### src/rtl/an_pkg.sv
package an_pkg;

   localparam int N_ABIL = 4;

   typedef enum logic [2:0] {
      ST_OFF   = 3'd0,
      ST_HUNT1 = 3'd1,
      ST_HUNT2 = 3'd2,
      ST_DONE  = 3'd3,
      ST_FAULT = 3'd4
   } an_state_e;

   typedef struct packed {
      logic speed100;
      logic full_dup;
   } an_mode_t;

endpackage

### src/rtl/an_run_detect.sv
module an_run_detect #(
   parameter int CW_W       = 16,
   parameter int ACK_BIT    = 14,
   parameter int MATCH_N    = 3,
   parameter bit IGNORE_ACK = 1'b1
) (
   input  logic            clk,
   input  logic            rst_n,
   input  logic            clear_i,
   input  logic            valid_i,
   input  logic [CW_W-1:0] word_i,
   output logic            confirm_o,
   output logic [CW_W-1:0] word_o
);

   localparam int CNT_W = $clog2(MATCH_N + 1);
   localparam logic [CNT_W-1:0] LAST_CNT = CNT_W'(MATCH_N - 1);

   if (MATCH_N < 2) begin : g_bad_match
      $error("an_run_detect: MATCH_N must be at least 2");
   end
   if (ACK_BIT >= CW_W) begin : g_bad_ack
      $error("an_run_detect: ACK_BIT outside word");
   end

   logic [CW_W-1:0]  masked;
   logic [CW_W-1:0]  cand_q;
   logic [CNT_W-1:0] cnt_q;
   logic             hit;

   if (IGNORE_ACK) begin : g_mask_ack
      localparam logic [CW_W-1:0] ACK_MASK = CW_W'(1) << ACK_BIT;
      assign masked = word_i & ~ACK_MASK;
   end else begin : g_keep_ack
      assign masked = word_i;
   end

   assign hit       = (cnt_q != '0) && (masked == cand_q);
   assign confirm_o = valid_i && hit && (cnt_q == LAST_CNT);
   assign word_o    = masked;

   always_ff @(posedge clk or negedge rst_n) begin
      if (!rst_n) begin
         cnt_q  <= '0;
         cand_q <= '0;
      end else if (clear_i) begin
         cnt_q  <= '0;
      end else if (valid_i) begin
         if (confirm_o) begin
            cnt_q <= '0;
         end else if (hit) begin
            cnt_q <= cnt_q + CNT_W'(1);
         end else begin
            cand_q <= masked;
            cnt_q  <= CNT_W'(1);
         end
      end
   end

   a_r1_cnt_bound: assert property (@(posedge clk) disable iff (!rst_n)
      cnt_q < CNT_W'(MATCH_N));

   a_r1_new_candidate: assert property (@(posedge clk) disable iff (!rst_n)
      (valid_i && !clear_i && !hit) |=> (cnt_q == CNT_W'(1)));

   a_r9_idle_hold: assert property (@(posedge clk) disable iff (!rst_n)
      (!valid_i && !clear_i) |=> ($stable(cnt_q) && $stable(cand_q)));

endmodule

### src/rtl/an_prio_resolve.sv
module an_prio_resolve
   import an_pkg::*;
(
   input  logic [N_ABIL-1:0] local_i,
   input  logic [N_ABIL-1:0] partner_i,
   output an_mode_t          mode_o,
   output logic              found_o
);

   logic [N_ABIL-1:0] common;
   logic [N_ABIL-1:0] pick;

   assign common = local_i & partner_i;

   for (genvar gi = 0; gi < N_ABIL; gi++) begin : g_pick
      if (gi == N_ABIL - 1) begin : g_top
         assign pick[gi] = common[gi];
      end else begin : g_lower
         assign pick[gi] = common[gi] & ~(|common[N_ABIL-1:gi+1]);
      end
   end

   assign found_o         = |pick;
   assign mode_o.speed100 = pick[3] | pick[2];
   assign mode_o.full_dup = pick[3] | pick[1];

   always_comb begin
      a_r3_pick_onehot: assert ($onehot0(pick));
   end

endmodule

### src/rtl/an_par_detect.sv
module an_par_detect
   import an_pkg::*;
(
   input  logic [N_ABIL-1:0] local_i,
   input  logic              nlp_i,
   input  logic              idle_i,
   output logic              hit_o,
   output logic              speed100_o
);

   logic sup100;
   logic sup10;

   assign sup100     = local_i[3] | local_i[2];
   assign sup10      = local_i[1] | local_i[0];
   assign speed100_o = idle_i;
   assign hit_o      = idle_i ? sup100 : (nlp_i & sup10);

   always_comb begin
      a_r6_needs_flag: assert (!hit_o || nlp_i || idle_i);
   end

endmodule

### src/rtl/an_mode_resolver.sv
module an_mode_resolver
   import an_pkg::*;
#(
   parameter int CW_W       = 16,
   parameter int ACK_BIT    = 14,
   parameter int ABIL_LSB   = 5,
   parameter int MATCH_N    = 3,
   parameter bit IGNORE_ACK = 1'b1
) (
   input  logic              clk,
   input  logic              rst_n,
   input  logic              restart_i,
   input  logic              link_fail_i,
   input  logic              fiber_mode_i,
   input  logic [N_ABIL-1:0] local_abil_i,
   input  logic              cw_valid_i,
   input  logic [CW_W-1:0]   cw_i,
   input  logic              nlp_det_i,
   input  logic              idle100_det_i,
   output logic [CW_W-1:0]   partner_ability_o,
   output logic              speed100_o,
   output logic              full_duplex_o,
   output logic              done_o,
   output logic              fault_o
);

   if (ABIL_LSB + N_ABIL > CW_W) begin : g_bad_field
      $error("an_mode_resolver: ability field outside word");
   end
   if ((ACK_BIT >= ABIL_LSB) && (ACK_BIT < ABIL_LSB + N_ABIL)) begin : g_bad_overlap
      $error("an_mode_resolver: acknowledge bit inside ability field");
   end

   an_state_e       st_q;
   logic [CW_W-1:0] partner_q;
   an_mode_t        mode_q;

   logic            kill;
   logic            hunting;
   logic            run_clear;
   logic            confirm;
   logic [CW_W-1:0] conf_word;
   logic            pd_hit;
   logic            pd_speed;
   an_mode_t        res_mode;
   logic            res_found;

   assign kill      = restart_i | link_fail_i;
   assign hunting   = (st_q == ST_HUNT1) || (st_q == ST_HUNT2);
   assign run_clear = fiber_mode_i | kill | ~hunting | pd_hit;

   an_run_detect #(
      .CW_W       (CW_W),
      .ACK_BIT    (ACK_BIT),
      .MATCH_N    (MATCH_N),
      .IGNORE_ACK (IGNORE_ACK)
   ) i_run (
      .clk       (clk),
      .rst_n     (rst_n),
      .clear_i   (run_clear),
      .valid_i   (cw_valid_i),
      .word_i    (cw_i),
      .confirm_o (confirm),
      .word_o    (conf_word)
   );

   an_prio_resolve i_prio (
      .local_i   (local_abil_i),
      .partner_i (partner_q[ABIL_LSB +: N_ABIL]),
      .mode_o    (res_mode),
      .found_o   (res_found)
   );

   an_par_detect i_pd (
      .local_i    (local_abil_i),
      .nlp_i      (nlp_det_i),
      .idle_i     (idle100_det_i),
      .hit_o      (pd_hit),
      .speed100_o (pd_speed)
   );

   always_ff @(posedge clk or negedge rst_n) begin
      if (!rst_n) begin
         st_q      <= ST_HUNT1;
         partner_q <= '0;
         mode_q    <= '0;
      end else if (fiber_mode_i) begin
         st_q      <= ST_OFF;
         partner_q <= '0;
         mode_q    <= '0;
      end else if (kill) begin
         st_q      <= ST_HUNT1;
         partner_q <= '0;
         mode_q    <= '0;
      end else begin
         unique case (st_q)
            ST_OFF: st_q <= ST_HUNT1;
            ST_HUNT1, ST_HUNT2: begin
               if (pd_hit) begin
                  st_q            <= ST_DONE;
                  mode_q.speed100 <= pd_speed;
                  mode_q.full_dup <= 1'b0;
               end else if (confirm) begin
                  if (st_q == ST_HUNT1) begin
                     partner_q <= conf_word;
                     st_q      <= ST_HUNT2;
                  end else if (res_found) begin
                     mode_q <= res_mode;
                     st_q   <= ST_DONE;
                  end else begin
                     mode_q <= '0;
                     st_q   <= ST_FAULT;
                  end
               end
            end
            ST_DONE, ST_FAULT: st_q <= st_q;
            default: st_q <= ST_HUNT1;
         endcase
      end
   end

   assign partner_ability_o = partner_q;
   assign speed100_o        = mode_q.speed100;
   assign full_duplex_o     = mode_q.full_dup;
   assign done_o            = (st_q == ST_DONE);
   assign fault_o           = (st_q == ST_FAULT);

   a_r4_fault_no_mode: assert property (@(posedge clk) disable iff (!rst_n)
      fault_o |-> (!speed100_o && !full_duplex_o));

   a_r2_partner_hold: assert property (@(posedge clk) disable iff (!rst_n)
      (st_q == ST_HUNT2 && !kill && !fiber_mode_i) |=> $stable(partner_q));

   a_r5_pd_half: assert property (@(posedge clk) disable iff (!rst_n)
      (hunting && pd_hit && !kill && !fiber_mode_i) |=> (done_o && !full_duplex_o));

   a_r7_restart_clears: assert property (@(posedge clk) disable iff (!rst_n)
      (kill && !fiber_mode_i) |=> (!done_o && !fault_o && partner_q == '0));

   a_r8_fiber_idle: assert property (@(posedge clk) disable iff (!rst_n)
      fiber_mode_i |=> (!done_o && !fault_o && partner_q == '0));

   a_r10_done_holds: assert property (@(posedge clk) disable iff (!rst_n)
      (done_o && !kill && !fiber_mode_i) |=> (done_o && $stable(mode_q)));

endmodule

### config.mk
export PLATFORM = sky130hd
export DESIGN_NAME = an_mode_resolver
export DESIGN_NICKNAME = d
export VERILOG_FILES = /design/src/rtl/an_pkg.sv /design/src/rtl/an_run_detect.sv /design/src/rtl/an_prio_resolve.sv /design/src/rtl/an_par_detect.sv /design/src/rtl/an_mode_resolver.sv
export SDC_FILE = /design/constraint.sdc
export NUM_CORES = 1
export LEC_CHECK = 0
export ABC_AREA = 1
export ABC_CLOCK_PERIOD_IN_PS = 3790
export BUFFER_PORTS_ARGS = -buffer_cell sky130_fd_sc_hd__buf_2
export CORE_MARGIN = 5
export CORE_UTILIZATION = 60
export DETAILED_ROUTE_END_ITERATION = 8
export PLACE_DENSITY = 0.92
export SYNTH_ARGS = -nofsm -noshare
export SYNTH_HDL_FRONTEND = slang
export SYNTH_HIERARCHICAL = 1
export SYNTH_SLANG_ARGS = --single-unit
### constraint.sdc
create_clock -name clk -period 3.79 [get_ports clk]
set_input_delay 0.5685 -clock clk [delete_from_list [all_inputs] [get_ports clk]]
set_output_delay 0.5685 -clock clk [all_outputs]
set_load 0.01 [all_outputs]
==> results.json <==
{
  "crit_path_top_delay_cell": "dfrtp_1",
  "coreArea_mm2": 0.004029,
  "cts-hold-fix-buffers": 0,
  "setup_viol": 0,
  "cts_sinks": 38,
  "hold_viol": 0,
  "totalPowerFinal_mw": 1.002,
  "grt_pass1_wl_um": 8652,
  "clk_pin_slew_ps": 70,
  "period_minus_slack_ps": 2126,
  "antenna_found_initial": 0,
  "first_iter_violations": 91,
  "cts_tree": "built",
  "ant_nets": 0,
  "fin_hold_ws_ps": 385.4,
  "powerDensity_mw_per_mm2": 371.4,
  "pre_cts_slack_ps": 1540,
  "clockBufferDepth": 2,
  "htreeDepth": 2,
  "critPathMaxStageDelay_ps": 400,
  "synthesis.area_mm2": 0.002497,
  "cp_data_required_time_ps": 4020,
  "drc": 0,
  "ys_seq_area_share_pct": 38.13,
  "cp.buffers_inverters": 2,
  "worst_slack_ps": 1664,
  "p_leak_nw": 1.636,
  "wirelength_um": 4960,
  "drt_pre_antenna_iters": 4,
  "antennaDiodeCount": 0,
  "drv_slew": 0,
  "met1_length_um": 2168,
  "yosysWarnings": 6,
  "die-area_mm2": 0.005552,
  "fill_cells": 321,
  "via_per_inst": 4.831,
  "finalSetupTns_ps": 0,
  "cp_max_fo": 17,
  "layout_commonest_cell": "nand2_1",
  "crit_type": "flop to flop",
  "finClkSkew_ps": 5.908,
  "routed.top_layer": "met4",
  "synthesis.nets": 381,
  "ctsResizeCount": 0,
  "dr_wl_met2_um": 2443,
  "arrival_ps": 2350,
  "io_pins": 48,
  "start_util_pct": 61.99,
  "wl_met3_um": 291,
  "crit_top_cell": "nand2_1",
  "area_growth_pct": 8.066,
  "crit_family": "simple AND/OR/NAND/NOR gates",
  "overflow": 0,
  "postCtsSetupRepairBufs": 0,
  "clk_latency_ps": 290,
  "grt_max_degree": 39,
  "syn_avg_cell_area_um2": 7.115,
  "ys_ff_latch": 38,
  "layout_common_cells": "126 x nand2_1, 53 x inv_1, 46 x buf_2",
  "critPathCaptureType": "flop",
  "hold_class": "input pin to async pin",
  "drv_cap": 0,
  "status": "complete, no violations",
  "num_vias": 2087,
  "finalCritPeriodShare_pct": 56.11,
  "cp-start-kind": "flop",
  "hpwlAfterDp_um": 3716,
  "cts_root_buf": "clkbuf_8",
  "wire_per_inst_um": 11.48,
  "peakVddDrop_mv": 0.2090,
  "tightest_slew_ps": 846.0,
  "core.rowCount": 23,
  "ys_types": 27,
  "grt_pass1_vias": 2018,
  "cts_made_buffers": 5,
  "fp.dieW_um": 74.52,
  "portBuffers": 46,
  "rsz0062_at_grt": "no",
  "drive_gt1_share_pct": 25.92,
  "num-nets-final": 411,
  "max-slew-margin-rel_pct": 43.60,
  "max_freq_mhz": 470.3,
  "synthCells": 351,
  "die_y_um": 74.52,
  "grt_use_total_pct": 20.19,
  "worstPathCellList": "inv_1 > ha_1 > o21bai_1 > nor2_1 > nand2_1 > nor2_2 > nand3b_1 > inv_1 > nand2_4 > nor2_8 > nand2_1 > nand2_1",
  "gp_congestion": 0.8203
}
[flip-flops by register name, summed over array words and instances, names as in the netlist]
register and cells:
partner_ability_o 16, i_run/cand_q 15, st_q 3, i_run/cnt_q 2, full_duplex_o 1, speed100_o 1
[path summary, 6_finish.rpt]
check                           depth (start not counted)                  from                    end  slack (ps)
max in group asynchronous                               1                 rst_n        i_run/cand_q[4]        2880
worst min register to register                          2  partner_ability_o[1]   partner_ability_o[1]         500
worst min-delay path                                    1                 rst_n  partner_ability_o[15]         390
min in group clk                                        3               cw_i[0]   partner_ability_o[0]         490
worst max-delay path                                   12        i_run/cnt_q[0]   partner_ability_o[7]        1660
worst max register to register                         12        i_run/cnt_q[0]   partner_ability_o[7]        1660
[cell type report]
cell class | count | area (µm²) | area share [%]
timing repair buffer | 47 | 237.7 | 8.809
clock buffer | 8 | 110.1 | 4.080
sequential | 38 | 952.2 | 35.28
tap | 50 | 62.56 | 2.318
multi-input combinational | 232 | 1122 | 41.59
inverter | 57 | 214.0 | 7.928
[Yosys cell counts (all sizes together)]
| cell type | n | area, µm² |
|---|---|---|
| nand3 | 28 | 145.1 |
| nand3b | 1 | 7.510 |
| buf | 24 | 208.9 |
| dfrtp | 37 | 925.9 |
| o21ai | 19 | 151.4 |
| dfstp | 1 | 26.28 |
| o21bai | 1 | 7.510 |
| ha | 2 | 25.02 |
| nor2 | 33 | 165.2 |
| nand4 | 4 | 25.02 |
| inv | 57 | 214.0 |
| nand2 | 142 | 583.1 |
| conb | 1 | 3.750 |
| xnor2 | 1 | 8.760 |
[per-stage QoR]
stage                     instance area [µm²]  utilization, %  instances
after floorplan                          2497               -        351
after global placement                   2589           64.25        424
after detailed placement                 2589           64.25        424
after CTS                                2699           66.99        432
after global routing                     2699           66.99        432
final                                    2699           66.99        432
[power breakdown]
| part | switching (mW) | internal (mW) |
|---|---|---|
| logic | 0.125 | 0.0803 |
| registers | 0.0347 | 0.444 |
| clock network | 0.135 | 0.184 |
[kinds of logic after synthesis]
group / Yosys count / share of synthesized area (%)
and+or+nand+nor: 208 / 37.07
buffers and inverters: 81 / 16.93
DFF: 38 / 38.13
AOI/OAI and AO/OA: 20 / 6.363
adders and majority gates: 2 / 1.002
xor gates and xnor gates: 1 / 0.3508
other: 1 / 0.1502
[per-layer routing]
layer	GRT usage (%)	vias to the layer above
met3	4.459	7
met1	24.70	938
met2	34.54	48
li1	-	1094
met4	8.103	0
met5	0	-
No activity file was read; power rests on OpenSTA's default activity.
